$ cat src/rtl/colgen_pkg.sv
// Shared helpers for the burst column address generator.
// Assumes window widths never exceed 16 bits.
package colgen_pkg;

    // Low-bit mask with lg ones, used for a burst window of 2**lg beats.
    function automatic logic [15:0] low_mask(input logic [31:0] lg);
        logic [31:0] m;
        m = (32'd1 << lg) - 32'd1;
        return m[15:0];
    endfunction

endpackage

$ cat src/rtl/colgen_mode_dec.sv
// Decodes the burst length code into a window mask and a full-page flag.
// Assumes reserved codes act as a single-beat burst. Interleave is dropped in full page.
module colgen_mode_dec #(
    parameter int COL_W     = 9,
    parameter int CODE_W    = 3,
    parameter int MAX_LOG   = 3,
    parameter int FULL_CODE = 7
) (
    input  logic [CODE_W-1:0] code,
    input  logic              ilv_in,
    output logic [COL_W-1:0]  mask,
    output logic              full,
    output logic              ilv_eff
);
    import colgen_pkg::*;

    logic [15:0] mw;

    // Map code to mask: window codes give 2**code-1, full page all ones, others zero.
    always_comb begin
        mw      = '0;
        full    = (code == CODE_W'(FULL_CODE));
        if (!full && (32'(code) <= 32'(MAX_LOG)))
            mw = low_mask(32'(code));
        mask    = full ? '1 : mw[COL_W-1:0];
        ilv_eff = ilv_in & ~full;
    end
endmodule

$ cat src/rtl/colgen_beat_ctr.sv
// Counts beats of the running burst and flags the final one.
// Assumes mask and full are held stable by the parent for the whole burst.
module colgen_beat_ctr #(
    parameter int COL_W = 9
) (
    input  logic             clk,
    input  logic             rst_n,
    input  logic             start,
    input  logic             stop,
    input  logic [COL_W-1:0] mask,
    input  logic             full,
    output logic             active,
    output logic [COL_W-1:0] idx,
    output logic             last
);
    // Final beat of a windowed burst: beat index has reached the window mask.
    assign last = active & ~full & (idx == mask);

    // Start, stop, advance or retire the burst on each clock.
    always_ff @(posedge clk) begin
        if (!rst_n) begin
            active <= 1'b0;
            idx    <= '0;
        end else if (start) begin
            active <= 1'b1;
            idx    <= '0;
        end else if (stop) begin
            active <= 1'b0;
        end else if (active) begin
            if (last) active <= 1'b0;
            else      idx    <= idx + 1'b1;
        end
    end


    start_restart_chk: assert property (@(posedge clk) disable iff (!rst_n)
        start |=> (active && idx == '0));


    stop_ends_chk: assert property (@(posedge clk) disable iff (!rst_n)
        (stop && !start) |=> !active);


    last_retire_chk: assert property (@(posedge clk) disable iff (!rst_n)
        (last && !start) |=> !active);
endmodule

$ cat src/rtl/colgen_addr_map.sv
// Forms the beat address from the start column and beat index.
// Bits outside the window keep the start column; bits inside follow the ordering.
module colgen_addr_map #(
    parameter int COL_W = 9
) (
    input  logic [COL_W-1:0] base,
    input  logic [COL_W-1:0] idx,
    input  logic [COL_W-1:0] mask,
    input  logic             ilv,
    output logic [COL_W-1:0] col
);
    logic [COL_W-1:0] seq_sum;
    logic [COL_W-1:0] ilv_xor;

    // Both candidate orderings; carries out of the window are discarded by the mask.
    always_comb begin
        seq_sum = base + idx;
        ilv_xor = base ^ idx;
    end

    for (genvar b = 0; b < COL_W; b++) begin : g_bit
        assign col[b] = !mask[b] ? base[b] : (ilv ? ilv_xor[b] : seq_sum[b]);
    end
endmodule

$ cat src/rtl/colgen_burst_addr.sv
// Top of the burst column address generator.
// Captures start column and mode on a column command, then emits one address
// per clock until the window ends, a stop arrives, or a new command restarts it.
module colgen_burst_addr #(
    parameter int COL_W     = 9,
    parameter int CODE_W    = 3,
    parameter int MAX_LOG   = 3,
    parameter int FULL_CODE = 7
) (
    input  logic              clk,
    input  logic              rst_n,
    input  logic              cmd_start,
    input  logic [COL_W-1:0]  cmd_col,
    input  logic [CODE_W-1:0] bl_code,
    input  logic              ilv_mode,
    input  logic              stop_req,
    output logic [COL_W-1:0]  col_addr,
    output logic              col_valid,
    output logic              last_beat
);
    logic [COL_W-1:0] dec_mask;
    logic             dec_full;
    logic             dec_ilv;
    logic [COL_W-1:0] base_q;
    logic [COL_W-1:0] mask_q;
    logic             full_q;
    logic             ilv_q;
    logic             act;
    logic [COL_W-1:0] beat_idx;
    logic [COL_W-1:0] mapped;

    colgen_mode_dec #(
        .COL_W(COL_W), .CODE_W(CODE_W), .MAX_LOG(MAX_LOG), .FULL_CODE(FULL_CODE)
    ) i_dec (
        .code(bl_code), .ilv_in(ilv_mode),
        .mask(dec_mask), .full(dec_full), .ilv_eff(dec_ilv)
    );

    // Capture start column and decoded mode on each column command.
    always_ff @(posedge clk) begin
        if (!rst_n) begin
            base_q <= '0;
            mask_q <= '0;
            full_q <= 1'b0;
            ilv_q  <= 1'b0;
        end else if (cmd_start) begin
            base_q <= cmd_col;
            mask_q <= dec_mask;
            full_q <= dec_full;
            ilv_q  <= dec_ilv;
        end
    end

    colgen_beat_ctr #(.COL_W(COL_W)) i_ctr (
        .clk(clk), .rst_n(rst_n), .start(cmd_start), .stop(stop_req),
        .mask(mask_q), .full(full_q),
        .active(act), .idx(beat_idx), .last(last_beat)
    );

    colgen_addr_map #(.COL_W(COL_W)) i_map (
        .base(base_q), .idx(beat_idx), .mask(mask_q), .ilv(ilv_q), .col(mapped)
    );

    // Present the address only during a burst.
    always_comb begin
        col_valid = act;
        col_addr  = act ? mapped : '0;
    end


    first_beat_col_chk: assert property (@(posedge clk) disable iff (!rst_n)
        cmd_start |=> (col_valid && col_addr == $past(cmd_col)));


    upper_bits_hold_chk: assert property (@(posedge clk) disable iff (!rst_n)
        (col_valid && !cmd_start) |=> (!col_valid ||
            ((col_addr ^ $past(col_addr)) & ~mask_q) == '0));


    window_end_chk: assert property (@(posedge clk) disable iff (!rst_n)
        (last_beat && !cmd_start) |=> !col_valid);


    idle_zero_chk: assert property (@(posedge clk) disable iff (!rst_n)
        !col_valid |-> (col_addr == '0 && !last_beat));
endmodule

$ cat config.mk
export PLATFORM = sky130hd
export DESIGN_NAME = colgen_burst_addr
export DESIGN_NICKNAME = d
export VERILOG_FILES = /design/src/rtl/colgen_pkg.sv /design/src/rtl/colgen_mode_dec.sv /design/src/rtl/colgen_beat_ctr.sv /design/src/rtl/colgen_addr_map.sv /design/src/rtl/colgen_burst_addr.sv
export SDC_FILE = /design/constraint.sdc
export NUM_CORES = 1
export LEC_CHECK = 0
export ABC_AREA = 1
export BUFFER_PORTS_ARGS = -buffer_cell sky130_fd_sc_hd__buf_2
export CAP_MARGIN = 20
export CELL_PAD_IN_SITES_DETAIL_PLACEMENT = 1
export CELL_PAD_IN_SITES_GLOBAL_PLACEMENT = 2
export CORE_MARGIN = 4
export CORE_UTILIZATION = 31
export CTS_CLUSTER_DIAMETER = 120
export CTS_CLUSTER_SIZE = 24
export DETAILED_ROUTE_END_ITERATION = 8
export MAX_ROUTING_LAYER = met4
export PLACE_DENSITY = 0.82
export SETUP_SLACK_MARGIN = 0.1
export SYNTH_ARGS = -nofsm -noshare
export SYNTH_HDL_FRONTEND = slang
export SYNTH_SLANG_ARGS = --single-unit
$ cat constraint.sdc
create_clock -name clk -period 2.1 [get_ports clk]
set_clock_uncertainty 0.2 [all_clocks]
set_input_delay 0 -clock clk [delete_from_list [all_inputs] [get_ports clk]]
set_output_delay 0 -clock clk [all_outputs]
set_load 0.03 [all_outputs]
==> flow_summary.json <==
{
  "core_sq_mm": 0.005921,
  "numCtsBuffers": 5,
  "path_cells": "ha_4, fa_2, nand3_2, nand3_2, nand2_1, nand2_2, nand3_2, nand3_1, nand2_1, inv_1, nor2_2, buf_6",
  "arrival_ps": 1930,
  "clk_pin_slew_ps": 70,
  "post_synth_num_cell_types": 27,
  "wl_per_cell_microns": 14.71,
  "max_clock_freq_mhz": 469.6,
  "first_iter_violations": 74,
  "final_max_slew_viol_count": 0,
  "path_max_fanout": 3,
  "nets": 370,
  "power_leakage_nw": 1.200,
  "synth-seq-cells": 30,
  "gp_congestion": 0.7707,
  "drt-total-wl_microns": 6147,
  "synth_area_leaders": "dfxtp_1 32%, nand2_1 14%, inv_1 7.9%",
  "grt_pass1_wl_microns": 10430,
  "max_cap_violations": 0,
  "r2r_start": "i_ctr.idx[3]",
  "async_flop_share_pct": 0,
  "drcViolationCount": 0,
  "detail-route-antenna-nets": 0,
  "cts_sinks": 30,
  "endpoint_kind": "output pin",
  "antenna_found_initial": 0,
  "start_kind": "flip-flop",
  "rsz0062_at_grt": "true",
  "die_y_microns": 86.07,
  "outcome": "finished with violations",
  "clk_path_buf_depth": 2,
  "crit_family": "simple AND/OR/NAND/NOR gates",
  "critical_path_buf_inv_count": 2,
  "pin_count": 28,
  "instances_no_fill": 418,
  "synth.most_common_cell": "nand2_1",
  "r2r_cells": 11,
  "yosysTopAreaCell": "dfxtp_1",
  "dr.pass1.iters": 4,
  "peakVddDrop_v": 0.0002467,
  "grt_pass1_vias": 2160,
  "finalHoldViolCount": 0,
  "max_stage_delay_ps": 340,
  "setup_viol": 2,
  "synth_ff_type": "dfxtp_1",
  "synth_top_area_share_pct": 31.79,
  "min_period_ps": 2129,
  "insertion_delay_ps": 290,
  "grt_max_degree": 16,
  "startpoint": "base_q[0]",
  "cpMaxStageDelayCell": "dfxtp_2",
  "final_util_pct": 44.06,
  "period_share_pct": 101.4,
  "layout-drive-gt1-share_pct": 23.91,
  "power_density_mw_per_mm2": 525.8,
  "die_width_microns": 86.07,
  "timing.rr.end": "i_ctr.idx[2]",
  "path_depth": 12,
  "viasPerCell": 4.842,
  "synth_common_cells": "71 x nand2_1, 40 x inv_1, 30 x dfxtp_1",
  "tritoncts": "built",
  "port_buffers": 27,
  "worstSetupEndpoint": "col_addr[8]",
  "rows": 28,
  "setup.worst_path.class": "flip-flop to output pin",
  "hold_path.class": "input pin to flip-flop",
  "syn_to_final_growth_pct": 38.08,
  "grt_use_total_pct": 18.63,
  "violations": "negative setup slack",
  "setup_ws_ps": -29.48,
  "dpl.hpwl_microns": 4618,
  "netlist_instances": 284,
  "cts_root_buf": "clkbuf_8",
  "relSlewSlack_pct": 66.21,
  "dieArea_sq_mm": 0.007407,
  "ys_seq_area_share_pct": 31.79,
  "post_synth.cell_area_avg_sq_um": 6.653,
  "r2r_slack_ps": 300,
  "synth_edf_count": 0,
  "syn_nets": 312,
  "overflow": 0,
  "worst_slew_pin_slew_ps": 506.2,
  "start_util_pct": 31.91,
  "post_cts_buffers": 0,
  "vias": 2024,
  "yosysWarnings": 0,
  "antennaDiodeCount": 0,
  "cp.required_ps": 1900,
  "crit_top_cell": "nand3_2",
  "syn-cell-area_sq_mm": 0.001889,
  "place_inst": 392,
  "htreeDepth": 2
}
==> worst reg2reg max path: stages, from the launching register on <==
cell	delay, ps
dfxtp_2	400
buf_4	140
inv_1	60
nand2_1	60
nand2_1	50
nor2_1	140
nand2_1	90
nor2_2	130
nand2_4	110
nand2_4	130
nand2_1	60
a21oi_1	150
==> through the flow <==
stage          setup TNS (ps)  setup WS (ps)  cell area (sq um)  total power [mW]  hold slack [ps]
2_1_floorplan               0          157.0               1901            0.7548           -87.26
3_3_place_gp                0          121.3               2191            0.8260            1.583
3_5_place_dp                0          67.06               2191            0.8307            26.83
4_1_cts                -80.32         -53.79               2597             1.385            51.83
5_1_grt                -548.9         -176.5               2609             1.440            81.90
6_report               -51.76         -29.48               2609             1.372            47.74
==> layout make-up <==
type,instances,area [sq um]
Timing Repair Buffer,56,416.7
Sequential cell,30,620.6
Fill cell,771,3312
Clock inverter,2,12.51
Inverter,41,153.9
Clock buffer,6,82.58
Multi-Input combinational cell,208,1229
Tap cell,75,93.84
==> cells in the final DEF, fill, tap and decap left out, types with 2 or more instances in the layout <==
cell type,n
nand2_1,68
inv_1,40
nor2_1,22
o21ai_0,21
buf_2,21
nand3_1,20
a21oi_1,19
dfxtp_1,18
dlygate4sd3_1,18
buf_4,16
dfxtp_2,10
xor2_1,9
nor2_2,6
a22o_1,6
ha_4,6
clkbuf_8,6
nor3_1,4
ha_1,4
nand2_2,3
nand4_1,3
nand3_2,3
o21ai_1,2
xnor2_1,2
nand2_4,2
dfxtp_4,2
==> sequential cells by signal, indices dropped and copies added (netlist names) <==
name,cells
base_q,9
mask_q,9
i_ctr.active,1
full_q,1
ilv_q,1
i_ctr.idx,9
==> timing repair <==
item	CTS	global route
hold buffers	18	0
gates resized for setup	32	5
cloned	0	0
pin swaps	4	2
hold endpoints to repair	24	0
endpoints found under the setup margin	6	11
==> layer usage <==
metal  wire [microns]  GRT usage (%)  up-vias  part of all wire, %
li1                 -              -     1032                    -
met1             3011          23.98      962                   49
met2             2927          30.62       20                   48
met3              130          3.170       10                  2.1
met4               77          3.885        0                  1.3
met5                0              -        -                    0
==> worst min path at each step <==
stage | startpoint | to | slack (ps) | depth (start not counted)
2_1_floorplan | cmd_col[0] | base_q[0] | -90 | 2
3_3_place_gp | cmd_col[8] | base_q[8] | 2 | 3
3_5_place_dp | cmd_col[1] | base_q[1] | 30 | 3
4_1_cts | bl_code[1] | mask_q[6] | 50 | 6
5_1_grt | bl_code[1] | mask_q[6] | 80 | 6
6_report | bl_code[1] | mask_q[6] | 50 | 6
==> cell families after synthesis <==
family          share of synthesized area [%]
compound gates                          16.23
fa+ha+maj                               7.682
buf+inv                                 9.271
xor+xnor                                5.100
simple gates                            29.93
flops                                   31.79
==> power by group <==
group / internal [mW] / switching [mW]
Clock: 0.264 / 0.250
Sequential: 0.591 / 0.0236
Combinational: 0.102 / 0.142
Total: 0.956 / 0.415
Note: power is estimated with default switching activity, not from simulation.
